==> src/rtl/tag_cam_pkg.sv <==
package tag_cam_pkg;
  localparam int CAM_ENTRIES = 64;
  localparam int CAM_TAG_W   = 33;
  localparam int CAM_SYNC_STAGES = 2;
endpackage

==> src/rtl/tag_cam_rst_sync.sv <==
module tag_cam_rst_sync #(
  parameter int STAGES = 2
) (
  input  logic clk,
  input  logic rst_n,
  output logic rst_sync_n
);
  logic [STAGES-1:0] sync_q;
  logic [STAGES-1:0] sync_d;

  always_comb begin
    sync_d = {sync_q[STAGES-2:0], 1'b1};
  end

  always_ff @(posedge clk or negedge rst_n) begin
    if (!rst_n) sync_q <= '0;
    else        sync_q <= sync_d;
  end

  assign rst_sync_n = sync_q[STAGES-1];
endmodule

==> src/rtl/tag_cam_store.sv <==
module tag_cam_store #(
  parameter int ENTRIES = 64,
  parameter int TAG_W   = 33,
  localparam int ADDR_W = $clog2(ENTRIES)
) (
  input  logic                           clk,
  input  logic                           rst_n,
  input  logic                           wr_en,
  input  logic [ADDR_W-1:0]              wr_addr,
  input  logic [TAG_W-1:0]               wr_data,
  output logic [ENTRIES-1:0][TAG_W-1:0]  tags
);
  logic [ENTRIES-1:0] wr_sel;

  for (genvar i = 0; i < ENTRIES; i++) begin : g_entry
    always_comb begin
      wr_sel[i] = wr_en && (wr_addr == ADDR_W'(i));
    end

    // contents are deliberately not reset
    always_ff @(posedge clk) begin
      if (wr_sel[i]) tags[i] <= wr_data;
    end
  end

  AST_WRITE_LANDS: assert property (@(posedge clk) disable iff (!rst_n)
    wr_en |=> tags[$past(wr_addr)] == $past(wr_data));
endmodule

==> src/rtl/tag_cam_read.sv <==
module tag_cam_read #(
  parameter int ENTRIES = 64,
  parameter int TAG_W   = 33,
  localparam int ADDR_W = $clog2(ENTRIES)
) (
  input  logic                           clk,
  input  logic                           rst_n,
  input  logic                           rd_en,
  input  logic                           wr_en,
  input  logic [ADDR_W-1:0]              rd_addr,
  input  logic [ENTRIES-1:0][TAG_W-1:0]  tags,
  output logic [TAG_W-1:0]               rd_data
);
  logic             rd_fire;
  logic [TAG_W-1:0] rd_d;
  logic [TAG_W-1:0] rd_q;

  always_comb begin
    rd_fire = rd_en && !wr_en;
    rd_d    = tags[rd_addr];
  end

  always_ff @(posedge clk or negedge rst_n) begin
    if (!rst_n)       rd_q <= '0;
    else if (rd_fire) rd_q <= rd_d;
  end

  assign rd_data = rd_q;

  AST_RD_BLOCKED_BY_WR: assert property (@(posedge clk) disable iff (!rst_n)
    wr_en |=> $stable(rd_data));
  AST_RD_IDLE_STABLE: assert property (@(posedge clk) disable iff (!rst_n)
    !rd_en |=> $stable(rd_data));
endmodule

==> src/rtl/tag_cam_match.sv <==
module tag_cam_match #(
  parameter int ENTRIES = 64,
  parameter int TAG_W   = 33
) (
  input  logic                           clk,
  input  logic                           rst_n,
  input  logic                           lkup_en,
  input  logic [TAG_W-1:0]               lkup_key,
  input  logic                           hold,
  input  logic [ENTRIES-1:0][TAG_W-1:0]  tags,
  output logic [ENTRIES-1:0]             hit
);
  logic [ENTRIES-1:0] eq_vec;
  logic [ENTRIES-1:0] hit_d;
  logic [ENTRIES-1:0] hit_q;
  logic               hit_upd;

  for (genvar i = 0; i < ENTRIES; i++) begin : g_cmp
    always_comb begin
      eq_vec[i] = (tags[i] == lkup_key);
    end
  end

  always_comb begin
    hit_upd = !hold;
    hit_d   = lkup_en ? eq_vec : '0;
  end

  always_ff @(posedge clk or negedge rst_n) begin
    if (!rst_n)       hit_q <= '0;
    else if (hit_upd) hit_q <= hit_d;
  end

  assign hit = hit_q;

  AST_HIT_FROZEN: assert property (@(posedge clk) disable iff (!rst_n)
    hold |=> $stable(hit));
  AST_HIT_QUIET: assert property (@(posedge clk) disable iff (!rst_n)
    (!lkup_en && !hold) |=> (hit == '0));
endmodule

==> src/rtl/tag_cam.sv <==
module tag_cam #(
  parameter int ENTRIES = tag_cam_pkg::CAM_ENTRIES,
  parameter int TAG_W   = tag_cam_pkg::CAM_TAG_W,
  localparam int ADDR_W = $clog2(ENTRIES)
) (
  input  logic               clk,
  input  logic               rst_n,
  input  logic               wr_en,
  input  logic [ADDR_W-1:0]  wr_addr,
  input  logic [TAG_W-1:0]   wr_data,
  input  logic               rd_en,
  input  logic [ADDR_W-1:0]  rd_addr,
  output logic [TAG_W-1:0]   rd_data,
  input  logic               lkup_en,
  input  logic [TAG_W-1:0]   lkup_key,
  input  logic               hold,
  output logic [ENTRIES-1:0] hit
);
  logic                          rst_int_n;
  logic [ENTRIES-1:0][TAG_W-1:0] tags;

  tag_cam_rst_sync #(.STAGES(tag_cam_pkg::CAM_SYNC_STAGES)) u_rst (
    .clk(clk), .rst_n(rst_n), .rst_sync_n(rst_int_n)
  );

  tag_cam_store #(.ENTRIES(ENTRIES), .TAG_W(TAG_W)) u_store (
    .clk(clk), .rst_n(rst_int_n), .wr_en(wr_en), .wr_addr(wr_addr),
    .wr_data(wr_data), .tags(tags)
  );

  tag_cam_read #(.ENTRIES(ENTRIES), .TAG_W(TAG_W)) u_read (
    .clk(clk), .rst_n(rst_int_n), .rd_en(rd_en), .wr_en(wr_en),
    .rd_addr(rd_addr), .tags(tags), .rd_data(rd_data)
  );

  tag_cam_match #(.ENTRIES(ENTRIES), .TAG_W(TAG_W)) u_match (
    .clk(clk), .rst_n(rst_int_n), .lkup_en(lkup_en), .lkup_key(lkup_key),
    .hold(hold), .tags(tags), .hit(hit)
  );

  AST_RESET_CLEAR: assert property (@(posedge clk)
    !rst_int_n |-> (hit == '0 && rd_data == '0));
endmodule

==> config.mk <==
export PLATFORM = sky130hd
export DESIGN_NAME = tag_cam
export DESIGN_NICKNAME = d
export VERILOG_FILES = /design/src/rtl/tag_cam_pkg.sv /design/src/rtl/tag_cam_rst_sync.sv /design/src/rtl/tag_cam_store.sv /design/src/rtl/tag_cam_read.sv /design/src/rtl/tag_cam_match.sv /design/src/rtl/tag_cam.sv
export SDC_FILE = /design/constraint.sdc
export NUM_CORES = 2
export LEC_CHECK = 0
export ABC_AREA = 1
export BUFFER_PORTS_ARGS = -buffer_cell sky130_fd_sc_hd__buf_2
export CORE_UTILIZATION = 30
export CTS_CLUSTER_SIZE = 25
export DETAILED_ROUTE_END_ITERATION = 10
export HOLD_SLACK_MARGIN = 0.12
export PLACE_DENSITY_LB_ADDON = 0.12
export SLEW_MARGIN = 20
export SYNTH_ARGS = -nofsm -noshare
export SYNTH_HDL_FRONTEND = slang
export SYNTH_HIERARCHICAL = 1
export SYNTH_SLANG_ARGS = --single-unit
==> constraint.sdc <==
create_clock -name clk -period 2.7 [get_ports clk]
set_input_delay 0 -clock clk [delete_from_list [all_inputs] [get_ports clk]]
set_output_delay 0 -clock clk [all_outputs]
set_load 0.01 [all_outputs]
# Yosys cells after proc, flatten, opt, wreduce, memory -nomap -nowiden
# Index checks and enable logic that the tools add are counted.
[word_totals]
word_cells = 265
inputBits = 84
ff_bits = 2211
[classes]
n_reduce_logical = 67
n_eq_ne = 127
magnitude_cmp = 1
n_mux = 3
[ops]
columns = ["cell", "n"]
rows = [
  ["33-bit equality test", 64],
  ["33-bit binary-select mux with 6-bit select", 1],
  ["6-bit equality test, second input constant", 32],
  ["6-bit by 5-bit equality test with 1-bit output, second input constant", 16],
  ["1-bit logical AND", 65],
  ["64-bit two-way mux", 1],
  ["6-bit by 4-bit equality test with 1-bit output, second input constant", 8],
  ["33-bit two-way mux", 1],
  ["6-bit by 3-bit equality test with 1-bit output, second input constant", 4],
  ["6-bit by 2-bit equality test with 1-bit output, second input constant", 2],
  ["6-bit by 7-bit < comparator with 1-bit output, second input constant", 1],
  ["6-bit by 1-bit equality test with 1-bit output, second input constant", 1],
  ["6-bit zero test", 1],
  ["1-bit zero test", 1],
]

# Depth between registers and ports, before layout
[logic_depth]
ltp_word = 2
mapped_depth = 13
ltp_nobuf = 10

# Modules after synthesis
# The synthesis kept the hierarchy.
[modules_own_cells]
columns = ["mod", "cells_each", "instances", "area_each_um2", "seq_area_each_um2"]
rows = [
  ["tag_cam_store", 2216, 1, 63866.3, 63420.8],
  ["tag_cam_match", 7315, 1, 35061.1, 1601.5],
  ["tag_cam_read", 4765, 1, 22207.5, 825.8],
  ["tag_cam_rst_sync", 3, 1, 53.8, 50.0],
]

# Least setup slack after synthesis
# Ideal clock, no wire load.
[synth_timing]
kind = "input-to-reg"
start = "in wr_addr[4]"
end = "reg u_store/tags[0] in the netlist's numbering, enable pin"
path_buffers = 1
arrival_time_ns = 1.787
slack_ns = 0.490
cell_stages = 4
path_cell_list = "inv_1 > nand3_2 > buf_6 > nor2_1"
[synth_between]
elab_chain_len = 2
[synth_rtl]
columns = ["item", "line", "rtl"]
rows = [
  ["start, declared", "tag_cam.sv:9", "input logic [ADDR_W-1:0] wr_addr,"],
  ["6-bit zero test", "tag_cam_store.sv:17", "wr_sel[i] = wr_en && (wr_addr == ADDR_W'(i));"],
  ["1-bit logical AND", "tag_cam_store.sv:17", ""],
  ["named net u_store.wr_sel[0]", "tag_cam_store.sv:13", "logic [ENTRIES-1:0] wr_sel;"],
  ["end signal, assigned by index", "tag_cam_store.sv:22", "if (wr_sel[i]) tags[i] <= wr_data;"],
  ["end, declared", "tag_cam_store.sv:11", "output logic [ENTRIES-1:0][TAG_W-1:0] tags"],
]
# The timed path passes the listed nets, and every way through them passes these cells.
# A chain may end at the register's enable or synchronous reset.

# Worst setup path after layout
[layout_timing]
start = "in rd_addr[2]"
end = "reg u_read.rd_q[14], in the netlist u_read/rd_data[14]"
[layout_between]
elab_chain_len = 2
[layout_rtl]
columns = ["item", "line", "rtl"]
rows = [
  ["start, declared", "tag_cam.sv:12", "input logic [ADDR_W-1:0] rd_addr,"],
  ["33-bit binary-select mux with 6-bit select", "tag_cam_read.sv:20", "rd_d = tags[rd_addr];"],
  ["33-bit two-way mux (implied by the code)", "tag_cam_read.sv:20", ""],
  ["end signal, assigned", "tag_cam_read.sv:25", "else if (rd_fire) rd_q <= rd_d;"],
  ["end, declared", "tag_cam_read.sv:16", "logic [TAG_W-1:0] rd_q;"],
]
# Every way passes these cells. The select of a mux whose other input is x is not followed.

==> metrics <==
routed wire length between 500 and 600 mm; WL/cell 27.5 um; fin worst setup slack 0.0673 ns; routed vias between 100k and 150k; final core occ 35.4%; IO buf count 180; Max clock buf depth 4; vias in the first global route roughly 99000; Die Ht about 640 um; worst vdd ir ~0.47 mV; die area ~410000 um2; Top Ports about 180; grt total ovfl 0; Place WS 0.281 ns; Clock transition at path regs 0.05 ns; routed vias/inst 5.09; final hold vios 0; Tcrit/Tclk final 97.5%; RSZ-0062 raised after global routing no; outcome finished, final reports clean; Core Region just over 400000 um2; die width 638 um; H-tree depth 5; Post-Synthesis Cell Area 121000 um2; Synth Register Bits 2211; Layout area overhead 17.4%; critical path type input pin to flip-flop; asr flop ratio synth under 10%; Syn Area/Cell around 8.5 um2; kind of end point of the critical path flip-flop; fin. max-slew vios 0; Sink Count approximately 2200; Routed Antenna Nets 0; Post-DP HPWL 395 mm; number of synthesized flops with an enable pin ~2100; Synth Instances roughly 14000; final net count roughly 15000; startpoint type of the worst setup path input pin; first drt pass iteration count 6; crit path max fanout 37; sequential area share after synthesis a little over half; Synth area leaders edfxtp_1 52%, nand2_1 16%, nand3_1 9.6%; initial antenna violation count 31; CTS tree built; r2r startpoint u_store/tags[1932]; DRC violations left 0; most common library cells after synthesis 5196 x nand2_1, 2332 x nand3_1, 2112 x edfxtp_1; total power about 86000 uW; Synth cell types 31; Initial DRC Count between 10000 and 15000; power density cells between 600 and 700 nW/um2; Final min period roughly 2.6 ns; WP data required between 3 and 4 ns; Setup Skew roughly 0.037 ns; Synth area leader edfxtp_1; hold wc startpoint wr_data[22]; Worst Setup SP rd_addr[2]; Most used DFF post-synth edfxtp_1; RD Place Congestion approximately 0.92; total track usage between 20% and 30%; Setup Viol. Count Final 0; largest net degree at the start of global routing 110; Rel. slew slack 30.3%; Initial Utilization between 30% and 40%; first-pass GRT wire length slightly below 800 mm; critical path data arrival time roughly 3.5 ns; fraction of layout cells with a size suffix above 1 8.76%; clock root buffer clkbuf_16; total clock buffers created by CTS ~280; num rows ~230; worst hold path type input pin to flip-flop; Yosys warnings 6; LEAKAGE ~0.058 uW; Max Cap Viol 0; Least-Margin Pin Slew roughly 1.0 ns; area share of the largest cell type after synthesis a little over half; most frequent cell after synthesis nand2_1; Setup TNS Final 0 ns; syn nets about 14000; clk_lat worst skew 0.93 ns; Max Fclk 380 MHz
[layout by cell type, fill, tap and decap left out, types with 61 or more instances in the layout]
cell           netlist  final
clkbuf_1           220     61
xnor2_1            517    517
nor2_1            1149   1084
dlygate4sd3_1        0    129
o21ai_1             98     98
buf_2              353    153
nand4_1             81     81
edfxtp_1          2112   2112
clkbuf_16            0    288
nand3_1           2332   2330
dfrtp_1             99     98
buf_12               1    212
buf_4              105    435
xor2_1             366    366
nand2_1           5196   5195
nor2_4               0     65
inv_1             1058   1054
o21ai_0            358    358
[cell type report]
| type | count | area, um2 |
|---|---|---|
| tap | 5287 | 6620 |
| antenna | 14 | 35.0 |
| fill | 41800 | 260000 |
| clock buffer | 365 | 7660 |
| multi-input combinational | 10200 | 47000 |
| inverter | 1081 | 4120 |
| clock inverter | 135 | 1220 |
| timing repair buffer | 938 | 9690 |
| sequential | 2211 | 65900 |
[power breakdown]
part	switching, uW	leakage, uW	internal, uW
clock network	16000	0.00435	21700
registers	478	0.0203	37900
logic	6730	0.0331	2750
[stage by stage]
| step | cell area, um2 | std cells | hold WS [ns] |
|---|---|---|---|
| after floorplan | 121000 | 14300 | -0.296 |
| final | 142000 | 20200 | 0.153 |
| after global placement | 132000 | 19600 | -0.202 |
| after global routing | 142000 | 20200 | 0.162 |
| after CTS | 142000 | 20200 | 0.123 |
| after detailed placement | 132000 | 19600 | -0.202 |
[state kept, by name, summed over array words and instances (netlist names)]
name,flops
u_match/hit,64
u_rst/sync_q,2
u_read/rd_data,33
u_store/tags,2112
[cell families after synthesis]
group	after synthesis	synth area share (%)
xor+xnor	883	6.38
flops	2211	54.4
simple gates	8795	29.9
compound gates	501	2.11
other cells	1	0.00309
buf+inv	1908	7.23
[worst paths after layout]
path | endpoint | slack [ns] | cells past startpoint
max | u_read/rd_data[14] | 0.07 | 13
min | u_store/tags[682] | 0.15 | 2
max reg2reg | u_read/rd_data[18] | 0.10 | 10
min reg2reg | u_rst/sync_q[1] | 0.35 | 0
max in group asynchronous | u_match/hit[9] | 1.42 | 1
min in group asynchronous | u_read/rd_data[6] | 0.37 | 0
[layer usage]
metal	part of all wire (%)	track usage [%]	vias up	routed length [um]
met5	0.0099	0	-	55
li1	-	-	47400	-
met2	47	44.1	3603	261000
met1	43	35.3	51100	238000
met4	5.0	11.7	8	27700
met3	5.4	2.39	756	30200
[critical path, cell delays in order]
cell and delay [ns]:
buf_8 0.15, buf_12 0.21, dlygate4sd3_1 0.71, buf_12 0.31, buf_4 0.29, nand3_1 0.10
nand3_1 0.10, nand3_1 0.06, dlygate4sd3_1 0.57, nand3_1 0.16, nand3_1 0.09, dlygate4sd3_1 0.60
nand2_1 0.06
[repair_timing]
action,CTS,global route
setup buffers,0,0
hold endpoints to repair,2817,0
resized for setup,0,7
setup endpoints to repair,0,3
hold buffers,133,0
(Power assumes the default switching activity.)
